<file path="config.mk">
export PLATFORM = sky130hd
export DESIGN_NAME = bl_pwm_top
export DESIGN_NICKNAME = d
export VERILOG_FILES = /design/src/rtl/bl_pwm_pkg.sv /design/src/rtl/bl_pwm_regs.sv /design/src/rtl/bl_pwm_core.sv /design/src/rtl/bl_pwm_pinmux.sv /design/src/rtl/bl_pwm_top.sv
export SDC_FILE = /design/constraint.sdc
export NUM_CORES = 1
export LEC_CHECK = 0
export ABC_AREA = 1
export ABC_CLOCK_PERIOD_IN_PS = 5800
export BUFFER_PORTS_ARGS = -buffer_cell sky130_fd_sc_hd__buf_2
export CAP_MARGIN = 0
export CORE_ASPECT_RATIO = 1.2
export CORE_MARGIN = 1
export CORE_UTILIZATION = 50
export CTS_BUF_LIST = sky130_fd_sc_hd__clkbuf_16
export CTS_CLUSTER_SIZE = 12
export DETAILED_ROUTE_END_ITERATION = 6
export HOLD_SLACK_MARGIN = 0.1
export PLACE_DENSITY_LB_ADDON = 0.08
export SLEW_MARGIN = 15
export SYNTH_ARGS = -nofsm -noshare
export SYNTH_HDL_FRONTEND = slang
export SYNTH_SLANG_ARGS = --single-unit
</file>
<file path="constraint.sdc">
create_clock -name clk -period 5.8 [get_ports clk]
set_input_delay 0.87 -clock clk [delete_from_list [all_inputs] [get_ports clk]]
set_output_delay 0.87 -clock clk [all_outputs]
set_load 0.005 [all_outputs]
</file>
<file path="src/rtl/bl_pwm_pkg.sv">
package bl_pwm_pkg;
    localparam int PRE_W   = 8;
    localparam int CNT_W   = 16;
    localparam int NPIN    = 4;
    localparam int PWM_PIN = 3;
    localparam int ADR_W   = 8;
    localparam int DAT_W   = 8;

    localparam logic [ADR_W-1:0] A_MUX   = 8'h16;
    localparam logic [ADR_W-1:0] A_DOUT  = 8'h17;
    localparam logic [ADR_W-1:0] A_PINS  = 8'h18;
    localparam logic [ADR_W-1:0] A_PRE   = 8'hA0;
    localparam logic [ADR_W-1:0] A_SCL_L = 8'hA1;
    localparam logic [ADR_W-1:0] A_SCL_H = 8'hA2;
    localparam logic [ADR_W-1:0] A_LVL_L = 8'hA3;
    localparam logic [ADR_W-1:0] A_LVL_H = 8'hA4;
    localparam logic [ADR_W-1:0] A_CTRL  = 8'hA5;

    typedef enum logic [1:0] {
        FN_INPUT  = 2'b00,
        FN_OUTPUT = 2'b01,
        FN_SPEC   = 2'b10,
        FN_RSVD   = 2'b11
    } pin_fn_e;

    typedef struct packed {
        logic [PRE_W-1:0] prediv;
        logic [CNT_W-1:0] scale;
        logic [CNT_W-1:0] level;
    } pwm_cfg_t;

    typedef struct packed {
        logic enable;   // bit 1 of control register
        logic invert;   // bit 0 of control register
    } pwm_ctrl_t;

    function automatic logic [PRE_W-1:0] eff_prediv(input logic [PRE_W-1:0] p);
        return (p == '0) ? PRE_W'(1) : p;
    endfunction
endpackage

</file>
<file path="src/rtl/bl_pwm_regs.sv">
module bl_pwm_regs
    import bl_pwm_pkg::*;
(
    input  logic                clk,
    input  logic                rst,
    input  logic                wr_en,
    input  logic                rd_en,
    input  logic [ADR_W-1:0]    addr,
    input  logic [DAT_W-1:0]    wdata,
    input  logic [NPIN-1:0]     pin_in,
    output logic [DAT_W-1:0]    rdata,
    output pwm_cfg_t            cfg_stg,
    output pwm_ctrl_t           ctrl,
    output logic [2*NPIN-1:0]   fn_sel,
    output logic [NPIN-1:0]     dout
);
    logic [7:0]       scl_lo, lvl_lo;
    logic [DAT_W-1:0] rd_mux;

    always_ff @(posedge clk) begin
        if (rst) begin
            cfg_stg <= '0;
            ctrl    <= '0;
            fn_sel  <= '0;
            dout    <= '0;
            scl_lo  <= '0;
            lvl_lo  <= '0;
        end else if (wr_en) begin
            case (addr)
                A_PRE:   cfg_stg.prediv <= wdata;
                A_SCL_L: scl_lo <= wdata;
                A_SCL_H: cfg_stg.scale <= {wdata, scl_lo};
                A_LVL_L: lvl_lo <= wdata;
                A_LVL_H: cfg_stg.level <= {wdata, lvl_lo};
                A_CTRL:  ctrl <= pwm_ctrl_t'(wdata[1:0]);
                A_MUX:   fn_sel <= wdata;
                A_DOUT:  dout <= wdata[NPIN-1:0];
                default: ;
            endcase
        end
    end

    always_comb begin
        case (addr)
            A_PRE:   rd_mux = cfg_stg.prediv;
            A_SCL_L: rd_mux = cfg_stg.scale[7:0];
            A_SCL_H: rd_mux = cfg_stg.scale[15:8];
            A_LVL_L: rd_mux = cfg_stg.level[7:0];
            A_LVL_H: rd_mux = cfg_stg.level[15:8];
            A_CTRL:  rd_mux = {6'b0, ctrl};
            A_MUX:   rd_mux = fn_sel;
            A_DOUT:  rd_mux = {{(DAT_W-NPIN){1'b0}}, dout};
            A_PINS:  rd_mux = {{(DAT_W-NPIN){1'b0}}, pin_in};
            default: rd_mux = '0;
        endcase
    end

    always_ff @(posedge clk) begin
        if (rst)        rdata <= '0;
        else if (rd_en) rdata <= rd_mux;
    end

    AST_LO_ONLY_HOLDS: assert property (@(posedge clk) disable iff (rst)
        (wr_en && addr == A_SCL_L) |=> $stable(cfg_stg.scale)) else $error("lo");
endmodule

</file>
<file path="src/rtl/bl_pwm_core.sv">
module bl_pwm_core
    import bl_pwm_pkg::*;
(
    input  logic      clk,
    input  logic      rst,
    input  pwm_cfg_t  cfg_stg,
    input  pwm_ctrl_t ctrl,
    output logic      pwm_on
);
    localparam logic [CNT_W-1:0] ONE_C = CNT_W'(1);

    pwm_cfg_t         act;
    logic [PRE_W-1:0] pre_cnt;
    logic [CNT_W-1:0] step_cnt;
    logic             in_tail;
    logic [PRE_W-1:0] pre_lim;
    logic             lvl_on;

    assign pre_lim = eff_prediv(act.prediv) - PRE_W'(1);

    always_ff @(posedge clk) begin
        if (rst || !ctrl.enable || in_tail) begin
            act      <= cfg_stg;               // shadow load only at period start
            pre_cnt  <= '0;
            step_cnt <= '0;
            in_tail  <= (cfg_stg.scale == '0);
        end else if (pre_cnt == pre_lim) begin
            pre_cnt <= '0;
            if (step_cnt == act.scale - ONE_C) in_tail <= 1'b1;
            else                               step_cnt <= step_cnt + ONE_C;
        end else begin
            pre_cnt <= pre_cnt + PRE_W'(1);
        end
    end

    always_comb begin
        if (act.level == '0)              lvl_on = 1'b0;
        else if (act.level >= act.scale)  lvl_on = 1'b1;
        else                              lvl_on = !in_tail && (step_cnt < act.level);
    end

    assign pwm_on = ctrl.enable & lvl_on;

    AST_PRE_BOUND: assert property (@(posedge clk) disable iff (rst)
        ctrl.enable |-> pre_cnt <= pre_lim) else $error("pre");
    AST_STEP_BOUND: assert property (@(posedge clk) disable iff (rst)
        (ctrl.enable && !in_tail) |-> step_cnt < act.scale) else $error("step");
    AST_SHADOW_HOLD: assert property (@(posedge clk) disable iff (rst)
        (ctrl.enable && !in_tail) |=> $stable(act)) else $error("shadow");
    AST_IDLE_CLEAR: assert property (@(posedge clk) disable iff (rst)
        !ctrl.enable |=> (pre_cnt == '0 && step_cnt == '0)) else $error("idle");
endmodule

</file>
<file path="src/rtl/bl_pwm_pinmux.sv">
module bl_pwm_pinmux
    import bl_pwm_pkg::*;
(
    input  logic [2*NPIN-1:0] fn_sel,
    input  logic [NPIN-1:0]   dout,
    input  logic              pwm_pin,
    output logic [NPIN-1:0]   pin_out,
    output logic [NPIN-1:0]   pin_oe
);
    for (genvar i = 0; i < NPIN; i++) begin : g_pin
        pin_fn_e fn;
        logic    spec_lvl;
        assign fn = pin_fn_e'(fn_sel[2*i +: 2]);
        if (i == PWM_PIN) begin : g_pwm
            assign spec_lvl = pwm_pin;
        end else begin : g_plain
            assign spec_lvl = 1'b0;
        end
        always_comb begin
            pin_oe[i]  = 1'b0;
            pin_out[i] = 1'b0;
            case (fn)
                FN_OUTPUT: begin
                    pin_oe[i]  = 1'b1;
                    pin_out[i] = dout[i];
                end
                FN_SPEC: begin
                    pin_oe[i]  = (i == PWM_PIN);
                    pin_out[i] = spec_lvl;
                end
                default: ;
            endcase
        end
    end
endmodule

</file>
<file path="src/rtl/bl_pwm_top.sv">
module bl_pwm_top
    import bl_pwm_pkg::*;
(
    input  logic             clk,
    input  logic             rst,
    input  logic             wr_en,
    input  logic             rd_en,
    input  logic [7:0]       addr,
    input  logic [7:0]       wdata,
    output logic [7:0]       rdata,
    input  logic [3:0]       gpio_in,
    output logic [3:0]       gpio_out,
    output logic [3:0]       gpio_oe
);
    pwm_cfg_t          cfg_stg;
    pwm_ctrl_t         ctrl;
    logic [2*NPIN-1:0] fn_sel;
    logic [NPIN-1:0]   dout;
    logic              pwm_on;
    logic              pwm_pin;

    bl_pwm_regs u_regs (
        .clk(clk), .rst(rst), .wr_en(wr_en), .rd_en(rd_en), .addr(addr),
        .wdata(wdata), .pin_in(gpio_in), .rdata(rdata), .cfg_stg(cfg_stg),
        .ctrl(ctrl), .fn_sel(fn_sel), .dout(dout)
    );

    bl_pwm_core u_core (
        .clk(clk), .rst(rst), .cfg_stg(cfg_stg), .ctrl(ctrl), .pwm_on(pwm_on)
    );

    assign pwm_pin = pwm_on ^ ctrl.invert;

    bl_pwm_pinmux u_mux (
        .fn_sel(fn_sel), .dout(dout), .pwm_pin(pwm_pin),
        .pin_out(gpio_out), .pin_oe(gpio_oe)
    );

    AST_PARK_LEVEL: assert property (@(posedge clk) disable iff (rst)
        (!ctrl.enable && fn_sel[2*PWM_PIN +: 2] == FN_SPEC)
            |-> (gpio_oe[PWM_PIN] && gpio_out[PWM_PIN] == ctrl.invert)) else $error("park");
    AST_SPEC_ONLY_PIN3: assert property (@(posedge clk) disable iff (rst)
        (fn_sel[1:0] == FN_SPEC) |-> !gpio_oe[0]) else $error("spec");
endmodule

</file>
==> flow_summary.toml <==
[setup_path]
crit_fanout = 5
crit_path_start_kind = "flip-flop"
worst_path_max_delay_cell = "sky130_fd_sc_hd__edfxtp_1"
end_kind = "output port"
cell_repeated_most_along_the_worst_path = "sky130_fd_sc_hd__nand2_1"
critical_path_required_ns = 4.93
largest_stage_delay_on_the_critical_path_ns = 0.47
timing.setup.critical_path_class = "flip-flop to output port"
crit_arrival_ns = 2.37
ordered_list_of_cells_on_the_worst_path = "inv_1, ha_1, nand2_1, nor2_1, nand4_1, nor3b_1, nor2_1, nand2_1, nand2_1, nand2_1, nand3_1, a21oi_1, buf_2"

[sta]
setup_slack_ns = 2.56
maxSlewHeadroom_pct = 23.5
max_slew_violation_total_from_the_final_report = 0
achievable-frequency_ghz = 0.309
setup_violations = 0
timing_worst_slew_pin_value_ns = 1.15
final.setup_skew_ns = 0.00808
grt_setup_unrepaired = "false"
timing.setup.tns_ns = 0
final.period_utilization_pct = 55.9
timing_hold_violations_final = 0
period_minus_slack_ns = 3.24

[power]
static-leakage-power_nw = 3.83
switching_share_of_total_power_pct = 22.8
power.share.combinational_pct = 3.5
netSwitchingPower_mw = 0.502
p_int_mw = 1.70
ir_worst_vdd_uv = 184
power.clock.fraction_pct = 50.0
pwr-share-seq_pct = 46.5
powerDensity_nw_per_um2 = 247

[synth]
synth_nets = 1091
post-synth-top-area-cell = "sky130_fd_sc_hd__dfxtp_1"
synth.lib_cells_used.distinct = 45
syn-mean-instance-area_um2 = 7.74
ys_warn_count = 0
netlist_instances = 1030
synthesis.area_um2 = 7970
netlist_top_cells_area = "sky130_fd_sc_hd__dfxtp_1 (26%), sky130_fd_sc_hd__edfxtp_1 (15%), sky130_fd_sc_hd__nand2_1 (9.0%)"
synth_sequential_area_ratio_pct = 41.1
yosysTopAreaCellShare_pct = 25.6
yosys_register_bits = 143

[clock_tree]
cts_made_buffers = 17
clock-sinks = 143
tritoncts = "done"
cts.path.max_buffers = 2
htree_num_levels = 4
clkSlewWorstSetupHoldPaths_ns = 0.06
clock_tree.root_cell = "sky130_fd_sc_hd__clkbuf_16"
ctsResizeCount = 0
cts_setup_buffers = 0
cts_hold_buf = 0
clk_latency_ns = 0.42

[floorplan]
floorplan.core_area_um2 = 15600
height_of_the_die_um = 140
die-width_um = 117
placementRows = 50
top_level_ports = 40
die_area_um2 = 16500
initial_core_util_pct = 51.2

[layout]
drive_above_1_share_pct = 12.1
filler_cells_inserted = 1498
layout.cells.most_common = "sky130_fd_sc_hd__nand2_1"
num_antenna_cells = 0
area.growth.synth_to_final_pct = 11.9
layout.cells.most_common_list = "sky130_fd_sc_hd__nand2_1 (191), sky130_fd_sc_hd__inv_1 (147), sky130_fd_sc_hd__nor2_1 (125), sky130_fd_sc_hd__dfxtp_1 (102), sky130_fd_sc_hd__nand3_1 (74)"
fin_nets = 1126
register_area_um2 = 3270
multi_input_comb_area_um2 = 4010

[detailed_routing]
detail_route.wl_per_cell_um = 15.8
wire_length_after_detailed_routing_mm = 20.4
viasPerCell = 5.26
drtAntennaViolNets = 0
drt_drc_violations_left = 0
vias = 6767
initialDrtViolationCount = 350
detailedRoute.firstPassIterationCount = 5

[global_routing]
grt_first_pass_wirelength_mm = 33.3
pin_count_of_the_biggest_net_entering_global_routing = 79
grt_use_total_pct = 26.9
grt_overflow_total = 0
vias_in_the_first_global_route = 6529
initial_antenna_violation_count = 0

[worst_hold_path]
holdCritPathClass = "flip-flop to flip-flop"

[place]
dp_hpwl_mm = 15.5
port_buffers = 39
dp_slack_ns = 2.90
replace_congestion = 0.881

[flow_run]
drv.max_cap_violation_count = 0

[status]
outcome = "finished, final reports clean"
## metal layers
| metal | global-route usage (%) | wire length (µm) | part of all wire (%) | vias to the layer above |
|---|---|---|---|---|
| met2 | 45.9 | 10200 | 50 | 130 |
| li1 | - | - | - | 3496 |
| met4 | 11.5 | 631 | 3.1 | 0 |
| met3 | 4.67 | 630 | 3.1 | 38 |
| met1 | 32.8 | 8910 | 44 | 3103 |
| met5 | 0 | 0 | 0 | - |
## final cells by class
class	instances	share of cell area (%)
Multi-Input combinational cell	708	44.9
Sequential cell	143	36.7
Inverter	153	6.44
Clock buffer	18	5.05
Tap cell	208	2.92
Timing Repair Buffer	42	2.44
Clock inverter	14	1.56
## power by group through the flow
stage / sequential [mW] / combinational (mW) / clock [mW]
finish: 1.03 / 0.0764 / 1.10
global route: 1.02 / 0.0842 / 1.16
CTS: 1.03 / 0.0763 / 1.11
detailed placement: 1.05 / 0.0761 / 0
global placement: 1.05 / 0.0759 / 0
floorplan: 1.05 / 0.0506 / 0
## synth_stat cells, drive strengths merged
library cell and count:
a211oi 53, a21o 2, a21oi 49, a22o 1, a31oi 8, and2 1
buf 8, clkbuf 18, dfxtp 102, edfxtp 41, ha 37, inv 153
nand2 209, nand3 80, nand3b 6, nand4 12, nor2 139, nor3 20
nor3b 1, nor4 13, o21a 2, o21ai 18, o21bai 7, o22ai 9
o31ai 2, or2 2, or3 1, xnor2 12, xor2 24
## final timing paths
| kind | start | end | slack (ns) | cells past startpoint |
|---|---|---|---|---|
| min reg2reg | u_regs.cfg_stg[3]$_SDFFE_PP0P_ | u_core.act[3]$_DFFE_PP_ | 0.43 | 0 |
| max | u_core.act[22]$_DFFE_PP_ | gpio_out[3] | 2.56 | 13 |
| max reg2reg | u_core.act[16]$_DFFE_PP_ | u_core.in_tail$_SDFFCE_PN1P_ | 3.08 | 13 |
| min | u_regs.cfg_stg[3]$_SDFFE_PP0P_ | u_core.act[3]$_DFFE_PP_ | 0.43 | 0 |
## through the flow
step	power (mW)	util, %	instance area [µm²]	instances	hold slack (ns)
floorplan	1.10	-	7970	1030	0.408
global placement	1.12	53.5	8330	1254	0.413
detailed placement	1.12	53.5	8330	1254	0.416
CTS	2.21	57.3	8920	1286	0.430
global route	2.27	57.3	8920	1286	0.448
finish	2.20	57.3	8920	1286	0.430
## critical path, delay by kind of cell (launching register included)
kind            cells  cell delay, ns
compound gates      1            0.12
flops               1            0.47
fa+ha+maj           1            0.28
simple gates        9            0.82
buf+inv             2            0.24
## flip-flops by register name (all words and copies together), names as in the netlist
name	flops
u_core.act	40
u_core.in_tail	1
u_core.pre_cnt	8
u_core.step_cnt	16
u_regs.cfg_stg	40
u_regs.ctrl	2
u_regs.dout	4
u_regs.fn_sel	8
u_regs.lvl_lo	8
u_regs.rdata	8
u_regs.scl_lo	8
## logic make-up after synthesis
group                      share of synthesized area, %
xor gates and xnor gates                           3.96
buffers and inverters                              8.66
adders and majority gates                          5.81
AOI/OAI and AO/OA                                  12.4
and+or+nand+nor                                    28.1
DFF                                                41.1
Power figures use the tool's default switching activity.
